`config.mk`:
```
export PLATFORM = sky130hd
export DESIGN_NAME = win_phase_pick
export DESIGN_NICKNAME = d
export VERILOG_FILES = /design/src/rtl/win_phase_pkg.sv /design/src/rtl/win_run_meter.sv /design/src/rtl/win_best_track.sv /design/src/rtl/win_phase_calc.sv /design/src/rtl/win_phase_pick.sv
export SDC_FILE = /design/constraint.sdc
export NUM_CORES = 1
export LEC_CHECK = 0
export BUFFER_PORTS_ARGS = -buffer_cell sky130_fd_sc_hd__buf_2
export CORE_ASPECT_RATIO = 1.75
export CORE_MARGIN = 2
export CORE_UTILIZATION = 45
export DETAILED_ROUTE_END_ITERATION = 10
export PLACE_DENSITY_LB_ADDON = 0.3
export SLEW_MARGIN = 20
export SYNTH_ARGS = -nofsm -noshare
export SYNTH_HDL_FRONTEND = slang
export SYNTH_HIERARCHICAL = 1
export SYNTH_SLANG_ARGS = --single-unit
```
`constraint.sdc`:
```
create_clock -name clk -period 72.5 [get_ports clk]
set_input_delay 0 -clock clk [delete_from_list [all_inputs] [get_ports clk]]
set_output_delay 0 -clock clk [all_outputs]
set_load 0.03 [all_outputs]
```
`src/rtl/win_phase_pkg.sv`:
```
package win_phase_pkg;

  typedef enum logic [0:0] {
    ST_IDLE = 1'b0,
    ST_SCAN = 1'b1
  } scan_state_e;

endpackage

```
`src/rtl/win_run_meter.sv`:
```
// Counts the adjacent ones that begin at a candidate position of the map.
module win_run_meter #(
  parameter int MAP_W = 64,
  localparam int LW = $clog2(MAP_W + 1)
) (
  input  logic [MAP_W-1:0] map_i,
  input  logic [LW-1:0]    pos_i,
  output logic [LW-1:0]    len_o
);

  // Ones counted from bit 0 upward until the first zero.
  function automatic logic [LW-1:0] f_low_ones(input logic [MAP_W-1:0] v);
    logic [LW-1:0] n;
    logic          live;
    n    = '0;
    live = 1'b1;
    for (int i = 0; i < MAP_W; i++) begin
      if (live && v[i]) n = n + LW'(1);
      else              live = 1'b0;
    end
    return n;
  endfunction

  logic [MAP_W-1:0] aligned;

  // Zero fill from the top stops every run at the last bit: no wrap.
  assign aligned = map_i >> pos_i;
  assign len_o   = f_low_ones(aligned);

endmodule

```
`src/rtl/win_best_track.sv`:
```
// Holds the longest run seen so far; only a strictly longer run replaces it.
module win_best_track #(
  parameter int MAP_W = 64,
  localparam int PW = $clog2(MAP_W),
  localparam int LW = $clog2(MAP_W + 1)
) (
  input  logic          clk,
  input  logic          rst_n,
  input  logic          clear_i,
  input  logic          step_i,
  input  logic [PW-1:0] cand_start_i,
  input  logic [LW-1:0] cand_len_i,
  output logic [PW-1:0] best_start_nxt_o,
  output logic [LW-1:0] best_len_nxt_o
);

  logic [PW-1:0] best_start_q;
  logic [LW-1:0] best_len_q;
  logic          take;

  assign take = step_i && (cand_len_i > best_len_q);

  always_comb begin
    best_start_nxt_o = best_start_q;
    best_len_nxt_o   = best_len_q;
    if (clear_i) begin
      best_start_nxt_o = '0;
      best_len_nxt_o   = '0;
    end else if (take) begin
      best_start_nxt_o = cand_start_i;
      best_len_nxt_o   = cand_len_i;
    end
  end

  always_ff @(posedge clk or negedge rst_n) begin
    if (!rst_n) begin
      best_start_q <= '0;
      best_len_q   <= '0;
    end else begin
      best_start_q <= best_start_nxt_o;
      best_len_q   <= best_len_nxt_o;
    end
  end

  // a run only as long as the stored best leaves the stored start alone.
  p_tie_keeps_first_r6: assert property (@(posedge clk) disable iff (!rst_n)
    (step_i && !clear_i && cand_len_i == best_len_q) |=> $stable(best_start_q));

  // the stored best never shrinks within a search.
  p_best_grows_r6: assert property (@(posedge clk) disable iff (!rst_n)
    !clear_i |=> best_len_q >= $past(best_len_q));

  // the stored run fits inside the map.
  p_best_fits_r5: assert property (@(posedge clk) disable iff (!rst_n)
    (int'(best_start_q) + int'(best_len_q)) <= MAP_W);

endmodule

```
`src/rtl/win_phase_calc.sv`:
```
// Chooses a tap inside a run: one third in from step 0, centred otherwise.
module win_phase_calc #(
  parameter int MAP_W    = 64,
  parameter int LOW_DIV  = 3,
  parameter int MID_DIV  = 2,
  localparam int PW = $clog2(MAP_W),
  localparam int LW = $clog2(MAP_W + 1)
) (
  input  logic [PW-1:0] start_i,
  input  logic [LW-1:0] len_i,
  output logic [PW-1:0] tap_o
);

  function automatic logic [PW-1:0] f_tap(input logic [PW-1:0] s,
                                          input logic [LW-1:0] l);
    logic [LW:0] off;
    logic [LW:0] sum;
    if (s == '0) off = {1'b0, l / LW'(LOW_DIV)};
    else         off = {1'b0, l / LW'(MID_DIV)};
    sum = {{(LW + 1 - PW){1'b0}}, s} + off;
    return sum[PW-1:0];   // modulo the map width
  endfunction

  assign tap_o = f_tap(start_i, len_i);

endmodule

```
`src/rtl/win_phase_pick.sv`:
```
module win_phase_pick #(
  parameter int MAP_W       = 64,
  parameter int EARLY_LEN   = 12,
  parameter int EARLY_START = 4,
  localparam int PW   = $clog2(MAP_W),
  localparam int LW   = $clog2(MAP_W + 1),
  localparam int HALF = MAP_W / 2
) (
  input  logic             clk,
  input  logic             rst_n,
  input  logic             start_i,
  input  logic [MAP_W-1:0] map_i,
  output logic             done_o,
  output logic [PW-1:0]    phase_o,
  output logic [LW-1:0]    run_len_o,
  output logic             err_o
);
  import win_phase_pkg::*;

  scan_state_e      st_q;
  logic [MAP_W-1:0] map_q;
  logic [LW-1:0]    pos_q;
  logic             done_q;
  logic [PW-1:0]    phase_q;
  logic [LW-1:0]    len_q;
  logic             err_q;

  // Named internal events
  logic             go;          // search accepted
  logic             map_zero;    // loaded map has no pass
  logic             step_en;     // one candidate position measured
  logic             upper_zero;  // upper half of the map empty
  logic             early_hit;   // early stop condition met
  logic             end_hit;     // next position past the last step
  logic             finish;      // results written this cycle
  logic [LW-1:0]    run_len;
  logic [LW-1:0]    adv;
  logic [LW-1:0]    pos_nxt;
  logic [PW-1:0]    best_start_nxt;
  logic [LW-1:0]    best_len_nxt;
  logic [PW-1:0]    tap;

  assign go         = (st_q == ST_IDLE) && start_i;
  assign map_zero   = (map_q == '0);
  assign step_en    = (st_q == ST_SCAN) && !map_zero;
  assign upper_zero = (map_q[MAP_W-1:HALF] == '0);

  win_run_meter #(.MAP_W(MAP_W)) meter_i (
    .map_i (map_q),
    .pos_i (pos_q),
    .len_o (run_len)
  );

  win_best_track #(.MAP_W(MAP_W)) track_i (
    .clk              (clk),
    .rst_n            (rst_n),
    .clear_i          (go),
    .step_i           (step_en),
    .cand_start_i     (pos_q[PW-1:0]),
    .cand_len_i       (run_len),
    .best_start_nxt_o (best_start_nxt),
    .best_len_nxt_o   (best_len_nxt)
  );

  win_phase_calc #(.MAP_W(MAP_W)) calc_i (
    .start_i (best_start_nxt),
    .len_i   (best_len_nxt),
    .tap_o   (tap)
  );

  assign adv       = (run_len == '0) ? LW'(1) : run_len;
  assign pos_nxt   = pos_q + adv;
  assign end_hit   = (pos_nxt >= LW'(MAP_W));
  // The stop test reads the best start including this cycle's update.
  assign early_hit = upper_zero && (run_len >= LW'(EARLY_LEN))
                     && (best_start_nxt < PW'(EARLY_START));
  assign finish    = ((st_q == ST_SCAN) && map_zero)
                     || (step_en && (end_hit || early_hit));

  always_ff @(posedge clk or negedge rst_n) begin
    if (!rst_n) begin
      st_q    <= ST_IDLE;
      map_q   <= '0;
      pos_q   <= '0;
      done_q  <= 1'b0;
      phase_q <= '0;
      len_q   <= '0;
      err_q   <= 1'b0;
    end else begin
      done_q <= finish;
      case (st_q)
        ST_IDLE: begin
          if (start_i) begin
            st_q  <= ST_SCAN;
            map_q <= map_i;
            pos_q <= '0;
          end
        end
        ST_SCAN: begin
          pos_q <= pos_nxt;
          if (finish) st_q <= ST_IDLE;
        end
        default: st_q <= ST_IDLE;
      endcase
      if (finish) begin
        phase_q <= map_zero ? '0 : tap;
        len_q   <= map_zero ? '0 : best_len_nxt;
        err_q   <= map_zero;
      end
    end
  end

  assign done_o    = done_q;
  assign phase_o   = phase_q;
  assign run_len_o = len_q;
  assign err_o     = err_q;

  // completion lasts a single cycle.
  p_done_single_r3: assert property (@(posedge clk) disable iff (!rst_n)
    done_o |=> !done_o);

  // results hold between completions.
  p_result_hold_r3: assert property (@(posedge clk) disable iff (!rst_n)
    !done_o |-> ($stable(phase_o) && $stable(run_len_o) && $stable(err_o)));

  // an error result carries a zero tap and zero length.
  p_err_zeroes_r4: assert property (@(posedge clk) disable iff (!rst_n)
    (done_o && err_o) |-> (phase_o == '0 && run_len_o == '0));

  // a good result always carries a nonempty run.
  p_len_nonzero_r10: assert property (@(posedge clk) disable iff (!rst_n)
    (done_o && !err_o) |-> (run_len_o != '0));

  // the search position only moves forward.
  p_pos_forward_r5: assert property (@(posedge clk) disable iff (!rst_n)
    (step_en && !finish) |=> (pos_q > $past(pos_q)));

  // the loaded map is frozen while a search runs.
  p_map_frozen_r2: assert property (@(posedge clk) disable iff (!rst_n)
    (st_q == ST_SCAN) |=> $stable(map_q));

endmodule

```
==> Yosys cells after proc, flatten, opt, wreduce, memory -nomap -nowiden <==
Index checks and enable logic that the tools add are counted.
{ "totals": {"reg_bits": 100, "latch_bits": 0, "mem_bits_rw": 0, "romBits": 0, "in_bits": 67, "out_inout_bits": 15, "word_cells": 300, "n_memories": 0} }
{ "op_classes": {"add_sub_neg": 65, "mul": 0, "div": 1, "magnitude_cmp": 4, "eq_ne": 1, "shift": 1, "n_mux": 140, "n_bitwise": 1, "reduce_logical": 78} }
{ "ops": {"columns": ["op", "count"], "rows": [
  ["7-bit 2-to-1 mux", 68],
  ["7-bit by 1-bit adder with 7-bit output (second input constant)", 63],
  ["1-bit logical AND", 70],
  ["1-bit 2-to-1 mux", 66],
  ["64-bit zero test", 1],
  ["64-bit by 7-bit right shift with 64-bit output", 1],
  ["32-bit zero test", 1],
  ["6-bit 2-to-1 mux", 4],
  ["7-bit one-hot mux with 2 select lines", 1],
  ["7-bit adder", 1],
  ["7-bit by 2-bit divider with 7-bit output (second input constant)", 1],
  ["7-bit by 4-bit greater-or-equal comparator with 1-bit output (second input constant)", 1],
  ["7-bit greater-or-equal comparator (second input constant)", 1],
  ["7-bit greater-than comparator", 1],
  ["7-bit zero test", 1],
  ["6-bit adder", 1],
  ["6-bit zero test", 1],
  ["6-bit by 3-bit < comparator with 1-bit output (second input constant)", 1],
  ["1-bit logical OR", 2],
  ["2-bit inequality test (second input constant)", 1],
  ["1-bit one-hot mux with 2 select lines", 1],
  ["2-bit AND reduction", 1],
  ["1-bit zero test", 1],
  ["1-bit NOT", 1]
]} }

==> Logic depth before layout (Yosys ltp) <==
{ "logic_depth": {"word_depth": 139, "ltp_mapped": 246, "ltp_nobuf": 238} }

==> Hierarchy <==
Netlist, hierarchy kept.
{ "by_module_without_submodules": {"columns": ["module", "instances", "cells_each", "area_per_inst_um2", "seq_area_each_um2"], "rows": [
  ["win_run_meter", 1, 2196, 16077.9, 0.0],
  ["win_phase_pick", 1, 266, 3818.7, 2177.1],
  ["win_best_track", 1, 80, 829.5, 325.3],
  ["win_phase_calc", 1, 94, 673.1, 0.0]
]} }

==> Worst setup path before layout <==
OpenSTA, ideal clock, no wires.
{ "synth_path": {"kind": "register -> register", "from": "register pos_q[1]", "to": "register phase_q[5] (netlist: phase_o[5])", "setup_time_ns": 0.125, "t_arrival_ns": 43.160, "required_ns": 72.375, "slack_ns": 29.215, "path_stages_with_launch": 238, "path_buffers": 5, "synth_period_minus_slack_ns": 43.285, "path_cell_list": "dfrtp_1 -> buf_6 -> buf_12 -> mux4_2 -> mux2_2 -> nand3_1 -> o21ai_0 -> or4_1 -> nor2b_1 -> ha_1 -> o21a_1 -> ha_1 -> and2_1 -> o31a_1 -> ha_1 -> mux2_2 -> ha_1 -> nand3_1 -> [... 202 more ...] -> buf_4 -> nor4bb_1 -> a2111oi_4 -> nor3_2 -> ha_1 -> nor2_1 -> o21ai_0 -> a31o_2 -> o211ai_1 -> o211ai_2 -> ha_1 -> a21o_1 -> a21oi_1 -> o21bai_1 -> a21oi_1 -> xnor2_1 -> nor2b_1 -> mux2_4"} }
{ "synth_between": {"word_cells_on_any_way": 276, "classes_between": "65 x add/sub; 1 x div; 4 x order compare; 1 x shift; 134 x mux; 71 x reduce/logical"} }
{ "synth_rtl": {"columns": ["element", "line_no", "source"], "rows": [
  ["start: declaration", "win_phase_pick.sv:22", "logic [LW-1:0] pos_q;"],
  ["start signal: assignment", "win_phase_pick.sv:100", "pos_q <= pos_nxt;"],
  ["64-bit by 7-bit right shift with 64-bit output *", "win_run_meter.sv:27", "assign aligned = map_i >> pos_i;"],
  ["1-bit 2-to-1 mux", "win_run_meter.sv:18", "if (live && v[i]) n = n + LW'(1);"],
  ["7-bit by 1-bit adder with 7-bit output or 1-bit logical AND (tied branches)", "win_run_meter.sv:18", null],
  ["7-bit 2-to-1 mux or 1-bit 2-to-1 mux (tied branches)", "win_run_meter.sv:18", null],
  ["7-bit by 1-bit adder with 7-bit output or 1-bit logical AND (tied branches)", "win_run_meter.sv:18", null],
  ["7-bit 2-to-1 mux or 1-bit 2-to-1 mux (tied branches)", "win_run_meter.sv:18", null],
  ["7-bit by 1-bit adder with 7-bit output or 1-bit logical AND (tied branches)", "win_run_meter.sv:18", null],
  ["7-bit 2-to-1 mux or 1-bit 2-to-1 mux (tied branches)", "win_run_meter.sv:18", null],
  ["[... 120 more ...]", null, null],
  ["named net run_len[6]", "win_phase_pick.sv:36", "logic [LW-1:0] run_len;"],
  ["[... 2 more ...]", null, null],
  ["7-bit 2-to-1 mux *", "win_best_track.sv:29", "end else if (take) begin"],
  ["7-bit 2-to-1 mux *", "win_best_track.sv:26", "if (clear_i) begin"],
  ["named net best_len_nxt[3]", "win_phase_pick.sv:40", "logic [LW-1:0] best_len_nxt;"],
  ["7-bit by 2-bit divider with 7-bit output", "win_phase_calc.sv:18", "if (s == '0) off = {1'b0, l / LW'(LOW_DIV)};"],
  ["6-bit 2-to-1 mux *", "win_phase_calc.sv:18", null],
  ["6-bit adder *", "win_phase_calc.sv:20", "sum = {{(LW + 1 - PW){1'b0}}, s} + off;"],
  ["named net tap[5]", "win_phase_pick.sv:41", "logic [PW-1:0] tap;"],
  ["6-bit 2-to-1 mux *", "win_phase_pick.sv:106", "phase_q <= map_zero ? '0 : tap;"],
  ["end signal: assignment", "win_phase_pick.sv:106", null],
  ["end: declaration", "win_phase_pick.sv:24", "logic [PW-1:0] phase_q;"]
]} }
Mark *: on every way through the listed nets, which the timed path passes. The rest lies on a longest branch.
A chain may end at the register's enable or synchronous reset.

==> Worst setup path after layout <==
Same ends and word-level chain as after synthesis.

==> impl_metrics.toml <==
[worst_setup_path]
crit_path_end_kind = "register"
critPathArrivalTime_ns = 50.33
reg2reg_depth = 232
crit_type = "reg -> reg"
worstPathMaxFanout = 66
cp_slowest_stage_delay_ns = 0.91
worst_ep_required_time_ns = 72.74
start_kind = "register"
cp_common_cell = "ha_1"
slowest_stage = "dfrtp_4"

[sta]
period_minus_slack_ns = 50.09
slew_headroom = 0.267
setup_viol = 0
fin_tns_setup_ns = 0
post-route-period-util = 0.691
rsz0062_at_grt = "no"
drv_slew = 0
skew_ns = 0.0118
fmax_ghz = 0.0200
report.final.hold_viol_count = 0
worstMarginPinSlew_ns = 1.09

[clock_tree]
cts_buffers = 9
clockRootBuffer = "clkbuf_16"
cts-htree-levels = 3
clk_latency_ns = 0.36
post_cts_buffers = 0
cts.sinks = 100
cts_buffer_depth = 2
cts.clk_slew.worst_paths_ns = 0.07
cts_hold_buf = 66
cts.repair.resized = 0
cts_tree = "built"

[flow_run]
max-cap-violations = 0

[die]
die-width_um = 169
coreArea_um2 = 46900
start_util = 0.456
dieArea_um2 = 49400
die_y_um = 292
io-pin-count = 82
fp-row-count = 105

[grt]
grt_max_degree = 78
grt_pass1_wl_um = 125000
antenna_found_initial = 0
grt.overflow.total = 0
grt_pass1_vias = 21900
grt_usage = 0.323

[logic_synthesis]
synth.largest_area_cell = "dfrtp_1"
synth.most_common_cell = "nand2_1"
ys.warnings.count = 6
post-synth-top-area-fraction = 0.117
synth-async-reset-ratio = 1.00
synthTopCellsByCount = "263 x nand2_1, 237 x nor2_1, 144 x mux2i_1, 136 x xnor2_1, 113 x mux2_2"
syn_area_per_cell_um2 = 8.12
syn-num-nets = 2785
syn_area_um2 = 21400
synthFlopType = "dfrtp_1"
synthTopCellsByArea = "dfrtp_1 12%, mux2i_1 6.7%, mux4_2 6.2%, mux2_2 5.9%, xnor2_1 5.6%"
synth_cells = 2636
synth-edff-count = 0
synth_cell_types = 124
ys_ff_latch = 100
synth.yosys.seq_area_share = 0.117

[routing]
drt_iter0_markers = 1710
dr_wl_met2_um = 40900
wl_um = 81300
routed.top_layer = "met4"
post_drt_via_cell_ratio = 6.64
routedWlPerCell_um = 24.7
wl_met1_um = 28300
dr_total_vias = 21900
first_pass_iters = 8
ant_nets = 0
drc = 0
wl_met3_um = 4340

[finish]
multi_input_area_um2 = 17900
final_cells = 3295
layout-drive-gt1-share = 0.162
regArea_um2 = 2510
fillCellCount = 4505
syn_to_final_growth_pct = 7.81
diodes = 0
nets = 2852

[status]
status = "complete, no violations"

[placed_design]
io_buffers = 81
dp_hpwl_um = 65300
dp.cells = 3214
place_congestion = 1.03

[min_path]
hp-class = "in -> async"
-- cells in the final DEF (no fill, tap or decap), drive strengths merged, types with 32 or more instances in the layout --
master	n
nand2	264
dlygate4sd3	66
nor3	86
a22oi	35
buf	124
dfrtp	100
mux2	122
nor2	239
nand3	90
ha	80
xor2	58
nand2b	58
and3	32
nor2b	48
nor4	58
mux2i	145
xnor2	147
nand4	38
o21ai	110
inv	75
a21oi	112
mux4	59
and2	60
-- final cells by class --
class / instances / share of cell area
Multi-Input combinational cell: 2328 / 0.775
Clock buffer: 10 / 0.0104
Clock inverter: 5 / 0.00157
Inverter: 74 / 0.0120
Sequential cell: 100 / 0.109
Tap cell: 588 / 0.0319
Timing Repair Buffer: 190 / 0.0603
-- flip-flops by register name, indices dropped and copies added (netlist names) --
signal	count
pos_q	7
err_o	1
done_o	1
run_len_o	7
track_i/best_len_q	7
map_q	64
track_i/best_start_q	6
phase_o	6
st_q	1
-- per-layer routing --
layer | vias up | track usage
met4 | 0 | 0.261
met5 | - | 0
met1 | 10500 | 0.333
met3 | 328 | 0.0328
met2 | 998 | 0.586
li1 | 10000 | -
-- kinds of logic (layout without fill, tap and decap cells) --
kind of cell	after synthesis	in the layout	share of synthesized area
flip-flops	100	100	0.117
AO/OA/AOI/OAI	570	570	0.190
multiplexers	326	326	0.196
buffers and inverters	208	279	0.0489
AND/OR/NAND/NOR	1098	1098	0.267
adder cells (fa/ha/maj)	94	94	0.0543
XOR/XNOR	240	240	0.127
-- worst max-delay path, delay by kind of cell (launching register included) --
| family | cells | cell delay [ns] |
|---|---|---|
| mux | 31 | 8.39 |
| compound gates | 67 | 12.00 |
| buf+inv | 4 | 1.06 |
| xor+xnor | 5 | 1.31 |
| simple gates | 63 | 6.95 |
| flops | 1 | 0.91 |
| fa+ha+maj | 62 | 19.25 |
-- through the flow --
stage                     hold WS (ns)  area (um2)   util  setup slack (ns)
after CTS                        0.113       23100  0.492             22.67
final                            0.109       23100  0.492             22.41
after global routing             0.167       23100  0.492             18.64
after floorplan                 -0.296       21400      -             29.21
after detailed placement       -0.0340       22100  0.472             22.81
after global placement         -0.0345       22100  0.472             24.79
-- final timing paths --
path	startpoint	to	slack, ns
max	pos_q[1]	phase_o[5]	22.41
min	rst_n	track_i/best_len_q[0]	0.11
max reg2reg	pos_q[1]	phase_o[5]	22.41
min reg2reg	phase_o[0]	phase_o[0]	0.50
max in group asynchronous	rst_n	map_q[1]	71.19
min in group clk	map_i[55]	map_q[55]	0.40
Power is left out: the tool's default activity adds up to more than one toggle a clock period on the data nets, which glitch-free logic cannot reach.
